==> src/rtl/framer_pkg.sv <==
package framer_pkg;

    localparam logic [7:0]  TRAIN_BYTE = 8'hAA;
    localparam logic [7:0]  SYNC_BYTE  = 8'h2D;
    localparam logic [7:0]  PAD_BYTE   = 8'hAA;
    localparam logic [15:0] CRC_SEED   = 16'hFFFF;
    localparam logic [15:0] CRC_POLY   = 16'hA001;

    typedef enum logic [3:0] {
        ST_IDLE,
        ST_TRAIN,
        ST_SYNC,
        ST_GROUP,
        ST_HDR,
        ST_LEN,
        ST_PAY,
        ST_CRC_LO,
        ST_CRC_HI,
        ST_PAD
    } fr_state_e;

    typedef struct packed {
        logic [7:0] group;
        logic [7:0] header;
        logic [7:0] len;
    } fr_ctx_t;

    // Reflected CRC-16 update for one byte, shift-right form.
    function automatic logic [15:0] crc_step(input logic [15:0] cur, input logic [7:0] din);
        logic [15:0] r;
        r = cur ^ {8'h00, din};
        for (int i = 0; i < 8; i++) begin
            r = r[0] ? ((r >> 1) ^ CRC_POLY) : (r >> 1);
        end
        return r;
    endfunction

    function automatic logic covers_crc(input fr_state_e s);
        return (s == ST_GROUP) || (s == ST_HDR) || (s == ST_LEN) || (s == ST_PAY);
    endfunction

endpackage

==> src/rtl/framer_seq.sv <==
module framer_seq
    import framer_pkg::*;
#(
    parameter int unsigned TRAIN_LEN = 3
) (
    input  logic       clk,
    input  logic       rst,
    input  logic       start,
    input  logic [7:0] frame_len,
    input  logic [7:0] group_id,
    input  logic [7:0] header_byte,
    input  logic       tx_fire,
    output fr_state_e  state,
    output fr_ctx_t    ctx,
    output logic       launch,
    output logic       done
);

    localparam int unsigned TC_W = (TRAIN_LEN > 1) ? $clog2(TRAIN_LEN) : 1;
    localparam logic [TC_W-1:0] TC_LAST = TC_W'(TRAIN_LEN - 1);

    logic [TC_W-1:0] train_cnt;
    logic [7:0]      remain;

    assign launch = (state == ST_IDLE) && start && (frame_len != 8'd0);

    always_ff @(posedge clk) begin
        if (rst) begin
            state     <= ST_IDLE;
            ctx       <= '0;
            train_cnt <= '0;
            remain    <= '0;
            done      <= 1'b0;
        end else begin
            done <= 1'b0;
            if (launch) begin
                state     <= ST_TRAIN;
                ctx       <= '{group: group_id, header: header_byte, len: frame_len};
                train_cnt <= '0;
            end else if (tx_fire) begin
                unique case (state)
                    ST_TRAIN: begin
                        if (train_cnt == TC_LAST) begin
                            state     <= ST_SYNC;
                            train_cnt <= '0;
                        end else begin
                            train_cnt <= train_cnt + 1'b1;
                        end
                    end
                    ST_SYNC:   state <= ST_GROUP;
                    ST_GROUP:  state <= ST_HDR;
                    ST_HDR:    state <= ST_LEN;
                    ST_LEN: begin
                        state  <= ST_PAY;
                        remain <= ctx.len;
                    end
                    ST_PAY: begin
                        remain <= remain - 8'd1;
                        if (remain == 8'd1) state <= ST_CRC_LO;
                    end
                    ST_CRC_LO: state <= ST_CRC_HI;
                    ST_CRC_HI: state <= ST_PAD;
                    ST_PAD: begin
                        state <= ST_IDLE;
                        done  <= 1'b1;
                    end
                    default:   state <= ST_IDLE;
                endcase
            end
        end
    end

    // zero-length request leaves the block idle
    assert_zero_len_idle_R7: assert property (@(posedge clk) disable iff (rst)
        (state == ST_IDLE && start && frame_len == 8'd0) |=> (state == ST_IDLE));

    // a start seen while a frame runs does not touch the latched context
    assert_start_ignored_R9: assert property (@(posedge clk) disable iff (rst)
        (state != ST_IDLE && start) |=> $stable(ctx));

    // done is a single-cycle pulse
    assert_done_single_R8: assert property (@(posedge clk) disable iff (rst)
        done |=> !done);

    // done follows an accepted pad byte
    assert_done_after_pad_R8: assert property (@(posedge clk) disable iff (rst)
        (state == ST_PAD && tx_fire) |=> (done && state == ST_IDLE));

endmodule

==> src/rtl/framer_crc.sv <==
module framer_crc
    import framer_pkg::*;
(
    input  logic        clk,
    input  logic        rst,
    input  logic        init,
    input  logic        upd,
    input  logic [7:0]  din,
    output logic [15:0] crc
);

    always_ff @(posedge clk) begin
        if (rst) begin
            crc <= CRC_SEED;
        end else if (init) begin
            crc <= CRC_SEED;
        end else if (upd) begin
            crc <= crc_step(crc, din);
        end
    end

    // every frame starts from the all-ones seed
    assert_crc_seed_R4: assert property (@(posedge clk) disable iff (rst)
        init |=> (crc == CRC_SEED));

    // bytes outside the covered fields leave the checksum alone
    assert_crc_hold_R4: assert property (@(posedge clk) disable iff (rst)
        (!init && !upd) |=> $stable(crc));

endmodule

==> src/rtl/framer_mux.sv <==
module framer_mux
    import framer_pkg::*;
(
    input  fr_state_e   state,
    input  fr_ctx_t     ctx,
    input  logic [15:0] crc,
    input  logic [7:0]  in_data,
    input  logic        in_valid,
    input  logic        tx_ready,
    output logic [7:0]  tx_byte,
    output logic        tx_valid,
    output logic        in_ready
);

    always_comb begin
        tx_byte  = 8'h00;
        tx_valid = 1'b1;
        in_ready = 1'b0;
        unique case (state)
            ST_IDLE:   tx_valid = 1'b0;
            ST_TRAIN:  tx_byte  = TRAIN_BYTE;
            ST_SYNC:   tx_byte  = SYNC_BYTE;
            ST_GROUP:  tx_byte  = ctx.group;
            ST_HDR:    tx_byte  = ctx.header;
            ST_LEN:    tx_byte  = ctx.len;
            ST_PAY: begin
                tx_byte  = in_data;
                tx_valid = in_valid;
                in_ready = tx_ready;
            end
            ST_CRC_LO: tx_byte  = crc[7:0];
            ST_CRC_HI: tx_byte  = crc[15:8];
            ST_PAD:    tx_byte  = PAD_BYTE;
            default:   tx_valid = 1'b0;
        endcase
    end

endmodule

==> src/rtl/radio_framer.sv <==
module radio_framer
    import framer_pkg::*;
#(
    parameter int unsigned TRAIN_LEN = 3
) (
    input  logic       clk,
    input  logic       rst,
    input  logic       start,
    input  logic [7:0] frame_len,
    input  logic [7:0] group_id,
    input  logic [7:0] header_byte,
    input  logic [7:0] in_data,
    input  logic       in_valid,
    output logic       in_ready,
    output logic [7:0] tx_byte,
    output logic       tx_valid,
    input  logic       tx_ready,
    output logic       busy,
    output logic       done
);

    fr_state_e   state;
    fr_ctx_t     ctx;
    logic        launch;
    logic        tx_fire;
    logic [15:0] crc;

    assign tx_fire = tx_valid && tx_ready;
    assign busy    = (state != ST_IDLE);

    framer_seq #(.TRAIN_LEN(TRAIN_LEN)) u_seq (
        .clk         (clk),
        .rst         (rst),
        .start       (start),
        .frame_len   (frame_len),
        .group_id    (group_id),
        .header_byte (header_byte),
        .tx_fire     (tx_fire),
        .state       (state),
        .ctx         (ctx),
        .launch      (launch),
        .done        (done)
    );

    framer_crc u_crc (
        .clk  (clk),
        .rst  (rst),
        .init (launch),
        .upd  (tx_fire && covers_crc(state)),
        .din  (tx_byte),
        .crc  (crc)
    );

    framer_mux u_mux (
        .state    (state),
        .ctx      (ctx),
        .crc      (crc),
        .in_data  (in_data),
        .in_valid (in_valid),
        .tx_ready (tx_ready),
        .tx_byte  (tx_byte),
        .tx_valid (tx_valid),
        .in_ready (in_ready)
    );

    // a withheld ready freezes the offered byte outside the payload pass-through
    assert_stall_hold_R3: assert property (@(posedge clk) disable iff (rst)
        (tx_valid && !tx_ready && state != ST_PAY) |=> (tx_valid && $stable(tx_byte)));

    // payload is consumed only when the radio can take it
    assert_in_ready_gated_R10: assert property (@(posedge clk) disable iff (rst)
        in_ready |-> (tx_ready && busy));

    // busy has dropped when done pulses
    assert_done_not_busy_R8: assert property (@(posedge clk) disable iff (rst)
        done |-> !busy);

endmodule

==> config.mk <==
export PLATFORM = sky130hd
export DESIGN_NAME = radio_framer
export DESIGN_NICKNAME = d
export VERILOG_FILES = /design/src/rtl/framer_pkg.sv /design/src/rtl/framer_seq.sv /design/src/rtl/framer_crc.sv /design/src/rtl/framer_mux.sv /design/src/rtl/radio_framer.sv
export SDC_FILE = /design/constraint.sdc
export NUM_CORES = 1
export LEC_CHECK = 0
export BUFFER_PORTS_ARGS = -buffer_cell sky130_fd_sc_hd__buf_2
export CORE_UTILIZATION = 35
export CTS_CLUSTER_DIAMETER = 50
export DETAILED_ROUTE_END_ITERATION = 10
export PLACE_DENSITY = 0.62
export SETUP_SLACK_MARGIN = 0.5
export SLEW_MARGIN = 40
export SYNTH_ARGS = -nofsm -noshare
export SYNTH_HDL_FRONTEND = slang
export SYNTH_HIERARCHICAL = 1
export SYNTH_SLANG_ARGS = --single-unit
==> constraint.sdc <==
create_clock -name clk -period 2.98 [get_ports clk]
set_input_delay 0.149 -clock clk [delete_from_list [all_inputs] [get_ports clk]]
set_output_delay 0.149 -clock clk [all_outputs]
set_load 0.02 [all_outputs]
==> results of run 1 <==
-- cells by family after synthesis --
group,Yosys count,share of synthesized area (%)
xor gates and xnor gates,22,6.58
buffers and inverters,42,6.58
muxes,31,9.81
adders and majority gates,2,0.788
DFF,55,34.7
AOI/OAI and AO/OA,93,20.0
and+or+nand+nor,139,21.6
-- per-layer routing --
metal	wire, um	GRT usage [%]	share of wire, %	vias up
met1	4040	23.9	45	1424
met2	4210	31.1	47	107
met3	561	3.88	6.3	17
li1	-	-	-	1495
met4	155	5.32	1.7	0
met5	0	0	0	-
-- layout make-up --
type	instances	area share, %
clock inverter	2	0.861
sequential	55	27.4
multi-input combinational	287	51.5
timing repair buffer	87	13.3
tap	108	3.32
inverter	15	1.54
clock buffer	6	2.03
-- layout by cell type (no fill, tap or decap), drive strengths merged, types with 6 or more instances in the layout --
| cell type | synthesis | layout |
|---|---|---|
| a21oi | 25 | 25 |
| a22oi | 8 | 8 |
| and3 | 6 | 6 |
| buf | 15 | 87 |
| clkbuf | 11 | 6 |
| dfxtp | 55 | 55 |
| inv | 15 | 14 |
| mux2i | 30 | 30 |
| nand2 | 44 | 44 |
| nor2 | 42 | 42 |
| nor2b | 6 | 6 |
| nor3 | 8 | 8 |
| o21ai | 19 | 19 |
| xnor2 | 17 | 17 |
-- registers in the layout, indices dropped and copies added, names as in the netlist --
name and flops:
u_seq/train_cnt 2, u_seq/remain 8, u_seq/done 1, u_crc/crc 16, u_seq/ctx 24, u_seq/state 4
-- metrics by stage --
stage	utilization [%]	std cells	hold slack, ns
2_1_floorplan	-	384	0.285
3_3_place_gp	40.9	527	0.380
3_5_place_dp	40.9	527	0.391
4_1_cts	43.9	543	0.0630
5_1_grt	46.4	560	0.0680
6_report	46.4	560	0.0660
-- worst reg2reg max path: stages (launching register included) --
cell and delay [ns]:
dfxtp_4 0.39, and2b_4 0.23, buf_4 0.14, a22oi_2 0.18, o21ai_2 0.09, o2bb2ai_4 0.17, xnor2_4 0.23, xnor2_2 0.15
xor3_2 0.54, xnor2_1 0.19, o21ai_1 0.07
-- power breakdown --
| group | internal [mW] | switching, mW | leakage, nW | total (mW) |
|---|---|---|---|---|
| clock | 0.272 | 0.245 | 0.0612 | 0.517 |
| combinational | 0.198 | 0.228 | 1.12 | 0.426 |
| sequential | 0.761 | 0.0277 | 0.451 | 0.788 |
-- worst max path at each step --
stage | startpoint | endpoint | slack, ns | depth (start not counted)
global placement | u_seq/state[2] | u_crc/crc[14] | 0.25 | 9
finish | u_seq/state[3] | u_crc/crc[0] | 0.52 | 10
global route | u_seq/state[3] | u_crc/crc[0] | 0.42 | 10
CTS | u_seq/state[3] | u_crc/crc[15] | 0.50 | 9
detailed placement | u_seq/state[2] | u_crc/crc[15] | 0.24 | 9
floorplan | u_seq/state[3] | u_crc/crc[15] | 0.50 | 10
-- repair_timing --
action	in CTS	in global routing
hold buffers	0	0
endpoints found under the hold margin	0	0
resized for setup	21	22
buffers inserted	8	17
pin swaps	4	16
endpoints found under the setup margin	11	8
==> reports/qor.txt, run 1 <==
number of global-route vias before repair - 2855
post-route ant nets - 0
clock transition at the registers of the reported paths - 0.10 ns
Root Buffer Master - clkbuf_8
final period utilization - 82.5%
placed instance area - 3580 um^2
R2R depth - 10
Setup Viol. Count Final - 0
die height - 97.3 um
share of cells above drive strength 1 - 33.0%
Yosys reg bits - 55
wire per inst - 16.0 um
cell count after synthesis - 384
WP data arrival - 2.66 ns
reg2reg start - u_seq/state[3]
Commonest cells post-synth - dfxtp_1 (55), nand2_1 (44), nor2_1 (41)
Initial Util - 36.2%
multi-input logic area - 2090 um^2
post-synth cell types - 65
ANT cells - 0
CTS max path bufs - 2
final hold viol count - 0
CTS H-tree depth - 2
CTS tree - done
Synthesis Warnings - 6
Hold Crit Depth - 3
Initial DRC Count - 131
unrepaired setup endpoints after global routing - yes
via count - 3043
Max Clk Rate - 0.407 GHz
CORE AREA - 8760 um^2
largest net degree at the start of global routing - 38
syn_nets - 423
critical path class - reg2reg
worst skew pair latency - 0.31 ns
Avg Vias per Cell - 5.43
GRT Total Usage - 18.5%
synth-to-layout area growth - 28.1%
worst-path cell chain - and2b_4 -> buf_4 -> a22oi_2 -> o21ai_2 -> o2bb2ai_4 -> xnor2_4 -> xnor2_2 -> xor3_2 -> xnor2_1 -> o21ai_1
Syn Std Cell Area - 3180 um^2
PortBufs - 48
P per Cell Area - 426 nW/um^2
GP Congestion - 0.918
top cell type by total area after synthesis - dfxtp_1
worst min path class - in2reg
# nets final - 490
antenna violations before repair - 0
Post-synth EDFFs - 0
max-slew violations - 0
Layout Cell Area excl Fill - 4070 um^2
setup TNS - 0 ns
P_leak - 1.63 nW
Die Wd - 97.3 um
Worst Max-Slew Pin Slew - 0.507 ns
Max FO, Critical Path - 8
sequential area share after synthesis - 34.7%
FF+latch area - 1120 um^2
crit path capture type - flop
Register-to-Register Setup Slack - 0.52 ns
Post-synth ARST share - 0%
cell with the most instances after synthesis - dfxtp_1
r2r endpoint - u_crc/crc[0]
global-route wire length before repair - 14.0 mm
grt ovf - 0
top-area cell type share of the netlist area - 34.7%
Largest stage delay, worst path - 0.54 ns
DRC viols - 0
Crit path buffers/inverters - 1
predominant post-synthesis flop cell - dfxtp_1
total design power - 1.73 mW
post-place setup slack - 0.239 ns
num ports - 49
area of the die - 9460 um^2
top post-synthesis cells by area - dfxtp_1 (35%), mux2i_1 (9.5%), nand2_1 (5.2%)
Slew headroom - 65.9%
Period minus WS final - 2.46 ns
Peak VDD IR - 0.206 mV
max_cap viols - 0
Hold Startpoint - group_id[7]
final wirelength - 8.98 mm
run status - complete, no violations
delay-heaviest family, CP - XOR/XNOR gates
worst min-delay path endpoint - u_seq/ctx[23]
drt first pass iters - 6
row count - 34
Mean Syn Cell Area - 8.27 um^2
CP max-delay cell - xor3_2
Layout fillers - 848
Setup Skew - 0.00647 ns
cts bufs inserted - 5
Req. time, crit path - 3.18 ns
# clock sinks - 55
final setup margin - 0.522 ns
hpwl dp - 6.36 mm
startpoint types - flop
Power figures use the tool's default switching activity.
==> inputs of run 2 (changes only) <==
Clock period 2.98 ns to 2.5 ns, I/O delays scaled along.
==> run 2 against run 1 <==
Effect of this change:
- the run now ends with negative setup slack left
- clock power grew 4.1%
- flip-flop and latch count stayed put
- first-iteration DRC count is 8.4% higher
- design area is 3.2% higher
- non-clock buffer count up 15
- sequential power up 19%
- core utilization up 1.5 points
- sequential share of layout area fell by 0.91 points
- global-route usage down 0.067 points
- hold slack worse by 0.018 ns
- critical path type unchanged
- highest routed layer unchanged
==> reports/qor.txt, run 2 (same netlist as run 1, synthesis figures left out) <==
row count - 34 (unchanged)
failing checks - negative setup slack
Worst Max-Slew Pin Slew - 0.560 ns (was 0.507 ns)
total design power - 2.01 mW (was 1.73 mW)
area of the die - 9460 um^2 (unchanged)
Req. time, crit path - 2.72 ns (was 3.18 ns)
CP max-delay cell - xor3_2 (unchanged)
CTS H-tree depth - 2 (unchanged)
Top Registers - u_seq/ctx x24, u_crc/crc x16, u_seq/remain x8 (unchanged)
CTS max path bufs - 2 (unchanged)
P per Cell Area - 480 nW/um^2 (was 426 nW/um^2)
worst skew pair latency - 0.30 ns (was 0.31 ns)
Avg Vias per Cell - 5.22 (was 5.43)
max reg flops - 24 (unchanged)
Die Wd - 97.3 um (unchanged)
PortBufs - 48 (unchanged)
unrepaired setup endpoints after global routing - yes (unchanged)
Max FO, Critical Path - 5 (was 8)
most common cell after layout, fill and taps aside - buf_4 (was dfxtp_1)
FF+latch area - 1110 um^2 (was 1120 um^2)
largest net degree at the start of global routing - 27 (was 38)
# nets final - 505 (was 490)
worst-path cell chain - and2b_2 -> buf_6 -> a22o_1 -> a21oi_2 -> o221ai_2 -> xnor2_2 -> xnor2_2 -> xor3_2 -> a221oi_2 (was and2b_4 -> buf_4 -> a22oi_2 -> o21ai_2 -> o2bb2ai_4 -> xnor2_4 -> xnor2_2 -> xor3_2 -> xnor2_1 -> o21ai_1)
share of cells above drive strength 1 - 36.4% (was 33.0%)
routing usage on met3 - 3.24% (was 3.88%)
multi-input logic area - 2120 um^2 (was 2090 um^2)
met2 Usage GRT - 30.9% (was 31.1%)
synth-to-layout area growth - 32.2% (was 28.1%)
wire per inst - 15.1 um (was 16.0 um)
Critical Path Most Common Cell - xnor2_2
antenna violations before repair - 0 (unchanged)
die height - 97.3 um (unchanged)
max_cap viols - 0 (unchanged)
run status - complete, but fails checks (was complete, no violations)
Layout fillers - 856 (was 848)
clock transition at the registers of the reported paths - 0.10 ns (about the same)
Max Clk Rate - 0.398 GHz (was 0.407 GHz)
post-route ant nets - 0 (unchanged)
Setup Viol. Count Final - 2 (was 0)
# clock sinks - 55 (unchanged)
most crowded layer after global routing - met2 (unchanged)
grt ovf - 0 (unchanged)
drt first pass iters - 4 (was 6)
hpwl dp - 6.64 mm (was 6.36 mm)
startpoint types - flop (unchanged)
Reg with most FFs - u_seq/ctx (unchanged)
WP data arrival - 2.74 ns (was 2.66 ns)
num ports - 49 (unchanged)
placed instance area - 3840 um^2 (was 3580 um^2)
CORE AREA - 8760 um^2 (unchanged)
most frequent cells in the layout - buf_4 (52), dfxtp_1 (51), buf_2 (45) (was dfxtp_1 (51), buf_2 (49), nand2_1 (43))
final period utilization - 101% (was 82.5%)
DRC viols - 0 (unchanged)
Hold Slack - 0.0477 ns (was 0.0660 ns)
GP Congestion - 0.815 (was 0.918)
worst min path class - in2reg (unchanged)
final wirelength - 8.66 mm (was 8.98 mm)
Largest stage delay, worst path - 0.47 ns (was 0.54 ns)
Inst Count DP - 552 (was 527)
Layout Cell Area excl Fill - 4200 um^2 (was 4070 um^2)
crit path capture type - flop (unchanged)
P_leak - 1.72 nW (was 1.63 nW)
final hold viol count - 0 (unchanged)
global-route wire length before repair - 14.1 mm (was 14.0 mm)
ANT cells - 0 (unchanged)
Slew headroom - 62.3% (was 65.9%)
Peak VDD IR - 0.283 mV (was 0.206 mV)
cts bufs inserted - 5 (unchanged)
Root Buffer Master - clkbuf_8 (unchanged)
via count - 3004 (was 3043)
max-slew violations - 0 (unchanged)
Setup Skew - 0.00686 ns (was 0.00647 ns)
M1 GR Usage - 25.4% (was 23.9%)
GRT Total Usage - 18.4% (was 18.5%)
critical path class - reg2reg (unchanged)
number of global-route vias before repair - 2806 (was 2855)
Period minus WS final - 2.51 ns (was 2.46 ns)
setup TNS - -0.0285 ns (was 0 ns)
Non-Filler Instances - 575 (was 560)
Initial DRC Count - 142 (was 131)
final setup margin - -0.0148 ns (was 0.522 ns)
Initial Util - 36.2% (unchanged)
CTS tree - done (unchanged)
-- run 2: what timing repair did --
action	CTS	global route
gates resized for setup	20	15
pin swaps	12	14
setup endpoints to repair	29	32
hold buffers	0	0
buffers inserted	12	3
-- run 2: area by class of cell --
type	instances	share of cell area, %
Clock inverter	1	0.179
Multi-Input combinational cell	287	50.4
Inverter	15	1.34
Clock buffer	7	2.30
Timing Repair Buffer	102	16.0
Sequential cell	55	26.5
Tap cell	108	3.22
-- run 2: worst max-delay path, delay by kind of cell (launching register included) --
family          cells  cell delay (ns)
compound gates      4             0.79
flops               1             0.36
simple gates        1             0.26
buf+inv             1             0.13
xor+xnor            3             0.91
-- run 2: stage by stage --
step	utilization [%]	setup WS [ns]
3_5_place_dp	43.8	0.00349
2_1_floorplan	-	0.113
3_3_place_gp	43.8	-0.0721
6_report	47.9	-0.0148
5_1_grt	47.9	-0.113
4_1_cts	47.0	0.0542
-- run 2: path summary, 6_finish.rpt --
check / startpoint / end / slack [ns] / cells after the start
max: u_seq/state[3] / u_crc/crc[14] / -0.01 / 9
min: header_byte[2] / u_seq/ctx[10] / 0.05 / 3
max reg2reg: u_seq/state[3] / u_crc/crc[14] / -0.01 / 9
min reg2reg: u_seq/train_cnt[0] / u_seq/train_cnt[0] / 0.48 / 2
-- run 2: where the power goes --
| group | leakage (nW) | internal (mW) | switching [mW] |
|---|---|---|---|
| Combinational | 1.22 | 0.260 | 0.277 |
| Sequential | 0.450 | 0.907 | 0.0331 |
| Clock | 0.0505 | 0.253 | 0.286 |
| Total | 1.72 | 1.42 | 0.595 |
-- run 2: metal layers --
metal,vias up,wire length [um]
met5,-,0
met4,0,29
met3,2,348
met2,61,4150
met1,1416,4140
li1,1525,-
==> inputs of run 3 (changes only) <==
Settings changed: CORE_UTILIZATION 35 to 30, PLACE_DENSITY 0.62 to 0.56.
Clock period 2.5 ns to 2.6 ns, I/O delays scaled along.
==> run 3 against run 2 <==
Effect of this change:
- the flow now finishes without violations
- via count is 11% higher
- combinational power grew 7.3%
- critical path depth up 2
- sequential share of layout area decreased by 3.0 points
- power down 2.4%
- final cell count rose by 9.4%
- hold slack improved by 0.00072 ns
- die area increased by 16%
- design area rose by 13%
- clock skew about the same
- clock power down 9.5%
- register-to-register slack gained 0.07 ns
==> reports/qor.txt, run 3 (same netlist as run 1, synthesis figures left out) <==
run status - complete, no violations (was complete, but fails checks)
WP data arrival - 2.74 ns (about the same)
DRC viols - 0 (unchanged)
Setup Viol. Count Final - 0 (was 2)
clock transition at the registers of the reported paths - 0.10 ns (about the same)
Setup Skew - 0.00660 ns (was 0.00686 ns)
cts bufs inserted - 5 (unchanged)
grt ovf - 0 (unchanged)
GRT Total Usage - 17.4% (was 18.4%)
PortBufs - 48 (unchanged)
max-slew violations - 0 (unchanged)
area of the die - 11000 um^2 (was 9460 um^2)
largest net degree at the start of global routing - 26 (was 27)
Worst Max-Slew Pin Slew - 0.468 ns (was 0.560 ns)
Req. time, crit path - 2.80 ns (was 2.72 ns)
most common cell after layout, fill and taps aside - buf_4 (unchanged)
Sw Pwr - 599 uW (was 595 uW)
setup TNS - 0 ns (was -0.0285 ns)
max_cap viols - 0 (unchanged)
Avg Vias per Cell - 5.31 (was 5.22)
FF+latch area - 1120 um^2 (was 1110 um^2)
Reg with most FFs - u_seq/ctx (unchanged)
share of cells above drive strength 1 - 43.8% (was 36.4%)
post-route ant nets - 0 (unchanged)
Top Registers - u_seq/ctx x24, u_crc/crc x16, u_seq/remain x8 (unchanged)
# clock sinks - 55 (unchanged)
CTS max path bufs - 2 (unchanged)
CTS H-tree depth - 2 (unchanged)
Initial Util - 30.9% (was 36.2%)
Hold-fix buffers, CTS - 0 (unchanged)
Period minus WS final - 2.54 ns (was 2.51 ns)
Combinational Power Share - 29.2% (was 26.6%)
crit path capture type - flop (unchanged)
CTS tree - done (unchanged)
number of global-route vias before repair - 3088 (was 2806)
Max FO, Critical Path - 7 (was 5)
final period utilization - 97.7% (was 101%)
wire per inst - 16.8 um (was 15.1 um)
final wirelength - 10.6 mm (was 8.66 mm)
Peak VDD IR - 0.231 mV (was 0.283 mV)
row count - 37 (was 34)
P_leak - 1.95 nW (was 1.72 nW)
final setup margin - 0.0591 ns (was -0.0148 ns)
global-route wire length before repair - 15.2 mm (was 14.1 mm)
worst skew pair latency - 0.31 ns (was 0.30 ns)
hpwl dp - 6.83 mm (was 6.64 mm)
startpoint types - flop (unchanged)
unrepaired setup endpoints after global routing - yes (unchanged)
Max Clk Rate - 0.394 GHz (was 0.398 GHz)
drt first pass iters - 5 (was 4)
multi-input logic area - 2240 um^2 (was 2120 um^2)
clock group share of total power - 24.8% (was 26.7%)
post-place setup slack - 0.0674 ns (was 0.00349 ns)
die height - 105 um (was 97.3 um)
antenna violations before repair - 0 (unchanged)
num ports - 49 (unchanged)
Pint - 1.37 mW (was 1.42 mW)
CORE AREA - 10300 um^2 (was 8760 um^2)
via count - 3343 (was 3004)
Root Buffer Master - clkbuf_8 (unchanged)
sequential share of power - 46.0% (was 46.7%)
Layout fillers - 999 (was 856)
max reg flops - 24 (unchanged)
critical path class - reg2reg (unchanged)
P per Cell Area - 415 nW/um^2 (was 480 nW/um^2)
switching part of the total - 30.5% (was 29.5%)
synth-to-layout area growth - 49.3% (was 32.2%)
Hold Slack - 0.0484 ns (was 0.0477 ns)
ANT cells - 0 (unchanged)
final hold viol count - 0 (unchanged)
# nets final - 532 (was 505)
worst min path class - in2reg (unchanged)
most frequent cells in the layout - buf_4 (59), dfxtp_1 (51), buf_2 (47) (was buf_4 (52), dfxtp_1 (51), buf_2 (45))
Initial DRC Count - 165 (was 142)
Slew headroom - 68.8% (was 62.3%)
GP Congestion - 0.871 (was 0.815)
Die Wd - 105 um (was 97.3 um)
run 3: changes by cell type in the layout (fill, tap and decap cells not counted), sizes merged:
| cell | change |
|---|---|
| bufbuf | +1 |
| clkbuf | +1 |
| inv | -1 |
| clkinv | +1 |
| buf | +24 |
run 3: final timing paths:
kind	from	to	slack [ns]	cells past startpoint
min reg2reg	u_seq/remain[6]	u_seq/remain[6]	0.48	2
max	u_seq/state[3]	u_crc/crc[14]	0.06	11
max reg2reg	u_seq/state[3]	u_crc/crc[14]	0.06	11
min	group_id[6]	u_seq/ctx[22]	0.05	3
run 3: stage by stage:
step | instance area, um^2 | total power, mW | std cells | util (%)
global placement | 3800 | 1.36 | 567 | 37.0
global route | 4740 | 2.06 | 629 | 46.1
finish | 4740 | 1.97 | 629 | 46.1
detailed placement | 3800 | 1.36 | 567 | 37.0
CTS | 4320 | 1.91 | 605 | 42.1
floorplan | 3320 | 1.23 | 384 | -
run 3: metal layers:
metal	GRT usage (%)	vias up	wire length (um)
met5	0	-	0
met4	5.73	0	235
met2	30.3	135	5360
met3	2.81	24	645
li1	-	1589	-
met1	21.8	1595	4330
run 3: power by group through the flow:
stage	clock network (mW)	logic, mW	registers, mW
6_report	0.487	0.575	0.905
5_1_grt	0.536	0.610	0.910
4_1_cts	0.499	0.508	0.905
3_5_place_dp	0	0.437	0.928
3_3_place_gp	0	0.435	0.927
2_1_floorplan	0	0.324	0.907
run 3: critical path, cell delays in order (launching register included):
cell and delay [ns]:
dfxtp_4 0.37, buf_12 0.13, buf_4 0.14, nand2b_1 0.20, nor3_2 0.25, a21oi_1 0.09
o221ai_2 0.11, xnor2_2 0.17, xor2_1 0.25, xor3_2 0.48, nor3_2 0.18, a221oi_2 0.05
run 3: area by class of cell:
class / instances / share of cell area [%]
repair buffers: 129 / 22.3
inverters: 15 / 1.37
well taps: 136 / 3.59
clock inverters: 1 / 0.106
multi-input cells: 287 / 47.3
flip-flops and latches: 55 / 23.5
clock buffers: 6 / 1.74
run 3: repair_timing:
action	CTS	global route
pin swaps	25	25
resized for setup	35	43
endpoints found under the setup margin	17	25
gates cloned	3	3
buffers inserted	28	21
